### src/rtl/rbm_pkg.sv
package rbm_pkg;

  typedef enum logic [1:0] {
    ST_IDLE = 2'd0,
    ST_REQ  = 2'd1,
    ST_ADDR = 2'd2,
    ST_DATA = 2'd3
  } burstState_t;

  typedef struct packed {
    logic advance;    // word leaves FIFO, pointer and count step
    logic setErr;     // bus error seen while owning the bus
    logic inIdle;     // engine not holding the bus
    logic driveAddr;  // address cycle
    logic driveData;  // data cycle
  } burstStrobe_t;

  localparam logic [1:0] CFG_PTR    = 2'd0;
  localparam logic [1:0] CFG_COUNT  = 2'd1;
  localparam logic [1:0] CFG_THRESH = 2'd2;
  localparam logic [1:0] CFG_FLUSH  = 2'd3;

endpackage

### src/rtl/rbm_fifo.sv
module rbm_fifo #(
  parameter int DATA_W = 32,
  parameter int DEPTH  = 16,
  localparam int PTR_W = $clog2(DEPTH),
  localparam int LVL_W = $clog2(DEPTH) + 1
) (
  input  logic              clk,
  input  logic              rstN,
  input  logic              pushEn,
  input  logic [DATA_W-1:0] pushData,
  input  logic              popEn,
  output logic [DATA_W-1:0] headData,
  output logic [LVL_W-1:0]  level,
  output logic              full
);

  logic [DATA_W-1:0] mem [DEPTH];
  logic [PTR_W-1:0]  wrPtr;
  logic [PTR_W-1:0]  rdPtr;
  logic              empty;
  logic              doPush;
  logic              doPop;

  assign full     = (level == LVL_W'(DEPTH));
  assign empty    = (level == '0);
  assign doPush   = pushEn && !full;
  assign doPop    = popEn && !empty;
  assign headData = mem[rdPtr];

  always_ff @(posedge clk) begin
    if (doPush) mem[wrPtr] <= pushData;
  end

  always_ff @(posedge clk) begin
    if (!rstN) begin
      wrPtr <= '0;
      rdPtr <= '0;
      level <= '0;
    end else begin
      if (doPush) wrPtr <= wrPtr + PTR_W'(1);
      if (doPop)  rdPtr <= rdPtr + PTR_W'(1);
      case ({doPush, doPop})
        2'b10:   level <= level + LVL_W'(1);
        2'b01:   level <= level - LVL_W'(1);
        default: level <= level;
      endcase
    end
  end

  AST_NO_UNDERFLOW: assert property (@(posedge clk) disable iff (!rstN)
    popEn |-> !empty);
  AST_LEVEL_BOUND: assert property (@(posedge clk) disable iff (!rstN)
    level <= LVL_W'(DEPTH));

endmodule

### src/rtl/rbm_ctrl.sv
module rbm_ctrl
  import rbm_pkg::*;
(
  input  logic         clk,
  input  logic         rstN,
  input  logic         startOk,
  input  logic         lastWord,
  input  logic         busAckN,
  input  logic         busErrN,
  output logic         busReqN,
  output burstStrobe_t strobe
);

  burstState_t state;
  burstState_t stateNext;

  always_comb begin
    stateNext = state;
    strobe    = '0;
    strobe.inIdle    = (state == ST_IDLE);
    strobe.driveAddr = (state == ST_ADDR);
    strobe.driveData = (state == ST_DATA);
    case (state)
      ST_IDLE: if (startOk) stateNext = ST_REQ;
      ST_REQ:  if (!busAckN) stateNext = ST_ADDR;
      ST_ADDR: begin
        if (!busErrN) begin
          strobe.setErr = 1'b1;
          stateNext     = ST_IDLE;
        end else begin
          stateNext = ST_DATA;
        end
      end
      ST_DATA: begin
        if (!busErrN) begin
          strobe.setErr = 1'b1;
          stateNext     = ST_IDLE;
        end else begin
          strobe.advance = 1'b1;
          if (lastWord) stateNext = ST_IDLE;
        end
      end
      default: stateNext = ST_IDLE;
    endcase
  end

  always_ff @(posedge clk) begin
    if (!rstN) state <= ST_IDLE;
    else       state <= stateNext;
  end

  assign busReqN = (state == ST_IDLE);

  AST_GRANT_WAIT: assert property (@(posedge clk) disable iff (!rstN)
    (state == ST_REQ && busAckN) |=> (state == ST_REQ));
  AST_ADDR_THEN_DATA: assert property (@(posedge clk) disable iff (!rstN)
    (state == ST_ADDR && busErrN) |=> (state == ST_DATA));
  AST_ERR_ABORT: assert property (@(posedge clk) disable iff (!rstN)
    ((state == ST_ADDR || state == ST_DATA) && !busErrN) |=> (state == ST_IDLE));

endmodule

### src/rtl/rbm_datapath.sv
module rbm_datapath
  import rbm_pkg::*;
#(
  parameter int ADDR_W    = 32,
  parameter int CNT_W     = 24,
  parameter int FLUSH_W   = 16,
  parameter int BND_WORDS = 64,
  parameter int LVL_W     = 5,
  localparam int BND_BITS = $clog2(BND_WORDS)
) (
  input  logic               clk,
  input  logic               rstN,
  input  logic               cfgWe,
  input  logic [1:0]         cfgSel,
  input  logic [ADDR_W-1:0]  cfgData,
  input  burstStrobe_t       strobe,
  input  logic [LVL_W-1:0]   fifoLevel,
  output logic               startOk,
  output logic               lastWord,
  output logic [ADDR_W-1:0]  dataPtr,
  output logic [CNT_W-1:0]   wordsLeft,
  output logic               errFlag,
  output logic               donePulse
);

  logic [1:0]         thrCode;
  logic [LVL_W-1:0]   thrWords;
  logic [FLUSH_W-1:0] flushLimit;
  logic [FLUSH_W-1:0] flushCnt;
  logic               flushHit;
  logic               bndHit;
  logic               doneArmed;
  logic               fifoEmpty;

  assign fifoEmpty = (fifoLevel == '0);
  assign thrWords  = LVL_W'(1) << thrCode;
  assign flushHit  = (flushCnt >= flushLimit);
  assign bndHit    = &dataPtr[BND_BITS+1:2];

  assign startOk  = strobe.inIdle && !errFlag && (wordsLeft != '0) && !fifoEmpty &&
                    ((fifoLevel >= thrWords) || flushHit);
  assign lastWord = (wordsLeft == CNT_W'(1)) || (fifoLevel == LVL_W'(1)) || bndHit;

  // pointer and count
  always_ff @(posedge clk) begin
    if (!rstN) begin
      dataPtr   <= '0;
      wordsLeft <= '0;
    end else if (cfgWe && cfgSel == CFG_PTR) begin
      dataPtr <= cfgData;
    end else if (cfgWe && cfgSel == CFG_COUNT) begin
      wordsLeft <= cfgData[CNT_W-1:0];
    end else if (strobe.advance) begin
      dataPtr   <= dataPtr + ADDR_W'(4);
      wordsLeft <= wordsLeft - CNT_W'(1);
    end
  end

  // threshold and flush configuration
  always_ff @(posedge clk) begin
    if (!rstN) begin
      thrCode    <= '0;
      flushLimit <= '0;
    end else if (cfgWe) begin
      if (cfgSel == CFG_THRESH) thrCode    <= cfgData[1:0];
      if (cfgSel == CFG_FLUSH)  flushLimit <= cfgData[FLUSH_W-1:0];
    end
  end

  // wait timer for the oldest stored word
  always_ff @(posedge clk) begin
    if (!rstN)                            flushCnt <= '0;
    else if (!strobe.inIdle || fifoEmpty) flushCnt <= '0;
    else if (!flushHit)                   flushCnt <= flushCnt + FLUSH_W'(1);
  end

  // sticky error
  always_ff @(posedge clk) begin
    if (!rstN)                              errFlag <= 1'b0;
    else if (cfgWe && cfgSel == CFG_COUNT) errFlag <= 1'b0;
    else if (strobe.setErr)                 errFlag <= 1'b1;
  end

  // completion pulse
  always_ff @(posedge clk) begin
    if (!rstN) begin
      doneArmed <= 1'b0;
      donePulse <= 1'b0;
    end else begin
      donePulse <= 1'b0;
      if (cfgWe && cfgSel == CFG_COUNT) begin
        doneArmed <= (cfgData[CNT_W-1:0] != '0);
      end else if (doneArmed && strobe.inIdle && wordsLeft == '0 && fifoEmpty) begin
        doneArmed <= 1'b0;
        donePulse <= 1'b1;
      end
    end
  end

  AST_COUNT_NONZERO: assert property (@(posedge clk) disable iff (!rstN)
    strobe.advance |-> (wordsLeft != '0));
  AST_BOUNDARY_END: assert property (@(posedge clk) disable iff (!rstN)
    (strobe.advance && bndHit) |=> !strobe.advance);
  AST_ERR_FREEZE: assert property (@(posedge clk) disable iff (!rstN)
    (errFlag && $past(errFlag) && !$past(cfgWe)) |-> ($stable(dataPtr) && $stable(wordsLeft)));
  AST_DONE_SINGLE: assert property (@(posedge clk) disable iff (!rstN)
    donePulse |=> !donePulse);

endmodule

### src/rtl/rx_burst_master.sv
module rx_burst_master
  import rbm_pkg::*;
#(
  parameter int DATA_W     = 32,
  parameter int CNT_W      = 24,
  parameter int FIFO_DEPTH = 16,
  parameter int FLUSH_W    = 16,
  parameter int BND_WORDS  = 64,
  localparam int LVL_W     = $clog2(FIFO_DEPTH) + 1
) (
  input  logic              clk,
  input  logic              rstN,
  input  logic              cfgWe,
  input  logic [1:0]        cfgSel,
  input  logic [DATA_W-1:0] cfgData,
  input  logic              pushValid,
  input  logic [DATA_W-1:0] pushData,
  output logic              pushReady,
  output logic [LVL_W-1:0]  fifoLevel,
  output logic              busReqN,
  input  logic              busAckN,
  input  logic              busErrN,
  output logic [DATA_W-1:0] busAd,
  output logic              busAdOe,
  output logic [DATA_W-1:0] dataPtr,
  output logic [CNT_W-1:0]  wordsLeft,
  output logic              errFlag,
  output logic              donePulse
);

  burstStrobe_t      strobe;
  logic              startOk;
  logic              lastWord;
  logic              fifoFull;
  logic [DATA_W-1:0] headData;

  rbm_fifo #(.DATA_W(DATA_W), .DEPTH(FIFO_DEPTH)) uFifo (
    .clk      (clk),
    .rstN     (rstN),
    .pushEn   (pushValid),
    .pushData (pushData),
    .popEn    (strobe.advance),
    .headData (headData),
    .level    (fifoLevel),
    .full     (fifoFull)
  );

  rbm_ctrl uCtrl (
    .clk      (clk),
    .rstN     (rstN),
    .startOk  (startOk),
    .lastWord (lastWord),
    .busAckN  (busAckN),
    .busErrN  (busErrN),
    .busReqN  (busReqN),
    .strobe   (strobe)
  );

  rbm_datapath #(
    .ADDR_W(DATA_W), .CNT_W(CNT_W), .FLUSH_W(FLUSH_W),
    .BND_WORDS(BND_WORDS), .LVL_W(LVL_W)
  ) uPath (
    .clk       (clk),
    .rstN      (rstN),
    .cfgWe     (cfgWe),
    .cfgSel    (cfgSel),
    .cfgData   (cfgData),
    .strobe    (strobe),
    .fifoLevel (fifoLevel),
    .startOk   (startOk),
    .lastWord  (lastWord),
    .dataPtr   (dataPtr),
    .wordsLeft (wordsLeft),
    .errFlag   (errFlag),
    .donePulse (donePulse)
  );

  assign pushReady = !fifoFull;
  assign busAdOe   = strobe.driveAddr || strobe.driveData;
  assign busAd     = strobe.driveAddr ? dataPtr :
                     strobe.driveData ? headData : '0;

  AST_OE_UNDER_REQ: assert property (@(posedge clk) disable iff (!rstN)
    busAdOe |-> !busReqN);
  AST_REQ_HAS_WORDS: assert property (@(posedge clk) disable iff (!rstN)
    $fell(busReqN) |-> ($past(fifoLevel) != '0 && $past(wordsLeft) != '0));

endmodule

### config.mk
export PLATFORM = sky130hd
export DESIGN_NAME = rx_burst_master
export DESIGN_NICKNAME = d
export VERILOG_FILES = /design/src/rtl/rbm_pkg.sv /design/src/rtl/rbm_fifo.sv /design/src/rtl/rbm_ctrl.sv /design/src/rtl/rbm_datapath.sv /design/src/rtl/rx_burst_master.sv
export SDC_FILE = /design/constraint.sdc
export NUM_CORES = 1
export LEC_CHECK = 0
export BUFFER_PORTS_ARGS = -buffer_cell sky130_fd_sc_hd__buf_2
export CELL_PAD_IN_SITES_DETAIL_PLACEMENT = 0
export CELL_PAD_IN_SITES_GLOBAL_PLACEMENT = 2
export CORE_ASPECT_RATIO = 0.7
export CORE_MARGIN = 5
export CORE_UTILIZATION = 40
export CTS_CLUSTER_DIAMETER = 80
export CTS_CLUSTER_SIZE = 8
export DETAILED_ROUTE_END_ITERATION = 10
export PLACE_DENSITY = 0.77
export SETUP_SLACK_MARGIN = 0.05
export SYNTH_ARGS = -nofsm -noshare
export SYNTH_HDL_FRONTEND = slang
export SYNTH_SLANG_ARGS = --single-unit
### constraint.sdc
create_clock -name clk -period 3.9 [get_ports clk]
set_input_delay 0.78 -clock clk [delete_from_list [all_inputs] [get_ports clk]]
set_output_delay 0.78 -clock clk [all_outputs]
set_load 0.01 [all_outputs]
==> impl_metrics.ini <==
[clock_network]
root_buffer = clkbuf_16
clk_pin_slew_worst_paths_ns = 0.05
cts-hold-fix-buffers = 0
cts_tree = built
numCtsBuffers = 87
htree_num_levels = 3
clock-sinks = 624
clkLatencyLatePin_ns = 0.62
clockBufferDepth = 3

[synth]
synth-seq-cells = 624
synth_edf_count = 512
syn_area_per_cell_um2 = 16.1
synth_ff_type = edfxtp_1
synthDistinctLibCells = 58
async_flop_share_pct = 0
synth_top_area_share_pct = 59.8
synth_area_leaders = edfxtp_1 60%, mux4_2 14%, dfxtp_1 8.7%
yosysWarnings = 0
ys_seq_area_share_pct = 68.5
synth.largest_area_cell = edfxtp_1
syn_nets = 1704
synthesis.area_mm2 = 0.0257
netlist_instances = 1598

[floorplanning]
die_h_um = 222
pin_count = 170
rows = 77
die_w_um = 313
die_area_mm2 = 0.0696
start_util_pct = 40.6
core_mm2 = 0.0634

[cells_and_area]
fin_util_pct = 47.9
design_area_mm2 = 0.0304
layout-drive-gt1-share_pct = 27.1
area_growth_pct = 18.2
fin_nets = 1924
nFillCells = 5418
multiInputGateArea_mm2 = 0.00774
register_area_mm2 = 0.0176

[setup_path]
critPathKind = reg -> out
slowest_stage = dfxtp_4
ff2ff_setup_slack_ns = 0.84
crit_top_cell = mux4_2
crit_fanout = 43
cp-start-kind = flop
worstPathRequired_ns = 3.12
crit_path_end_kind = primary output
r2r-start = uFifo.level[0]
cp.arrival_ns = 2.98
path_cells = buf_12 -> mux4_2 -> mux4_2 -> nand2_1 -> o21ai_0 -> buf_2
slowest_delay_ns = 0.54

[routing]
drt_wl_total_um = 70900
dr_total_vias = 15400
post-route-drc-count = 0
drt-initial-drc-count = 1571
firstDrtPassIters = 5
vias_per_cell = 5.72
ant_nets = 0
wire_per_inst_um = 26.4

[status]
status = complete, no violations

[pwr]
p_leak_nw = 9.93
powerDensity_mw_per_mm2 = 498
worst_ir_drop_vdd_v = 0.000495
p_total_mw = 15.1

[sta]
worst_slew_pin_slew_ns = 0.992
finalCriticalPeriod_ns = 3.76
fmax_mhz = 266
setup_tns_ns = 0
final.setup_skew_ns = 0.0182
rsz0062_at_grt = false
finalMaxSlewViolations = 0
relSlewSlack_pct = 33.8
finalSetupViolations = 0
hold_viol = 0
period_share_pct = 96.5

[global_routing]
grt_usage_pct = 20.3
grt_pass1_wl_um = 105000
grt_antenna_before_repair = 7
grt_pass1_vias = 15400
overflow = 0
grt_max_degree = 61

[place]
place_area_mm2 = 0.0279
hpwl_um = 43600
port-buffer-count = 169
gp_congestion = 0.848

[hold_path]
hold_class = reg -> reg
hold_start = uPath.doneArmed

[job]
max-cap-violations = 0
[per-stage QoR]
| stage | hold WS [ns] | setup WS, ns | cells |
|---|---|---|---|
| final | 0.457 | 0.137 | 2688 |
| after CTS | 0.442 | 0.0649 | 2686 |
| after global routing | 0.466 | 0.0525 | 2688 |
| after floorplan | 0.422 | 0.471 | 1598 |
| after global placement | 0.445 | 0.682 | 2556 |
| after detailed placement | 0.448 | 0.681 | 2556 |
[final cells by class]
| cell class | count | area share (%) |
|---|---|---|
| clock inverters | 5 | 0.300 |
| flip-flops and latches | 624 | 58.0 |
| inverters | 34 | 0.420 |
| diodes | 1 | 0.00823 |
| repair buffers | 218 | 4.71 |
| clock buffers | 124 | 7.69 |
| well taps | 829 | 3.41 |
| multi-input cells | 853 | 25.5 |
[registers in the layout, indices dropped and copies added, names as in the netlist, 4 cells and up, named ones only]
name / flops
uFifo.rdPtr: 4
uPath.flushCnt: 16
uFifo.level: 5
uFifo.mem: 512
uPath.dataPtr: 32
uPath.flushLimit: 16
uFifo.wrPtr: 4
uPath.wordsLeft: 24
[repair_timing]
| action | CTS | global route |
|---|---|---|
| endpoints found under the setup margin | 8 | 8 |
| setup buffers | 0 | 0 |
| resized for setup | 2 | 5 |
| cloned | 1 | 1 |
[critical path, delay by kind of cell (launching register included)]
kind,cells,cell delay [ns]
flip-flops,1,0.54
AO/OA/AOI/OAI,1,0.26
buffers and inverters,2,0.57
multiplexers,2,0.86
AND/OR/NAND/NOR,1,0.10
[power by group]
group          leakage, nW  internal (mW)  switching [mW]  total [mW]
sequential            5.54           7.33          0.0978        7.43
clock                 1.17           4.11            2.70        6.81
combinational         3.23          0.307           0.597       0.905
total                 9.93           11.7            3.40        15.1
[metal layers]
metal	routed length [um]	up-vias	GRT usage, %
met1	32200	7895	31.1
met2	31200	638	29.2
met5	45	-	0
met3	6390	99	5.29
li1	-	6730	-
met4	1060	8	4.41
[cells in the mapped netlist, types with 24 or more instances]
master	count
mux4_2	160
inv_1	34
dfxtp_1	112
nand3_1	29
edfxtp_1	512
nand2_1	162
a21oi_1	76
o21ai_0	79
nor3_1	24
ha_1	34
nor2_1	83
clkbuf_1	56
[path summary, 6_finish.rpt]
path / cells past startpoint / endpoint
max: 6 / busAd[15]
min: 2 / uPath.donePulse
max reg2reg: 8 / uFifo.mem[0][13]
min reg2reg: 2 / uPath.donePulse
[cell families (layout without fill, tap and decap cells)]
| group | after synthesis | count (layout) | synth area share, % |
|---|---|---|---|
| other | 0 | 1 | 0 |
| AOI/OAI and AO/OA | 216 | 216 | 4.97 |
| xor gates and xnor gates | 41 | 41 | 1.40 |
| muxes | 165 | 165 | 14.2 |
| adders and majority gates | 34 | 34 | 1.65 |
| buffers and inverters | 121 | 381 | 1.97 |
| DFF | 624 | 624 | 68.5 |
| and+or+nand+nor | 397 | 397 | 7.33 |
[placed cells by master, fill, tap and decap left out, types with 23 or more instances in the layout]
cell | synthesis | final
a21oi_1 | 76 | 76
buf_2 | 17 | 169
buf_4 | 1 | 33
clkbuf_1 | 56 | 36
clkbuf_16 | 0 | 89
dfxtp_1 | 112 | 107
edfxtp_1 | 512 | 512
ha_1 | 34 | 34
inv_1 | 34 | 33
mux4_2 | 160 | 160
nand2_1 | 162 | 162
nand3_1 | 29 | 29
nor2_1 | 83 | 71
o21ai_0 | 79 | 77
xor2_1 | 23 | 23
Note: power is estimated with default switching activity, not from simulation.
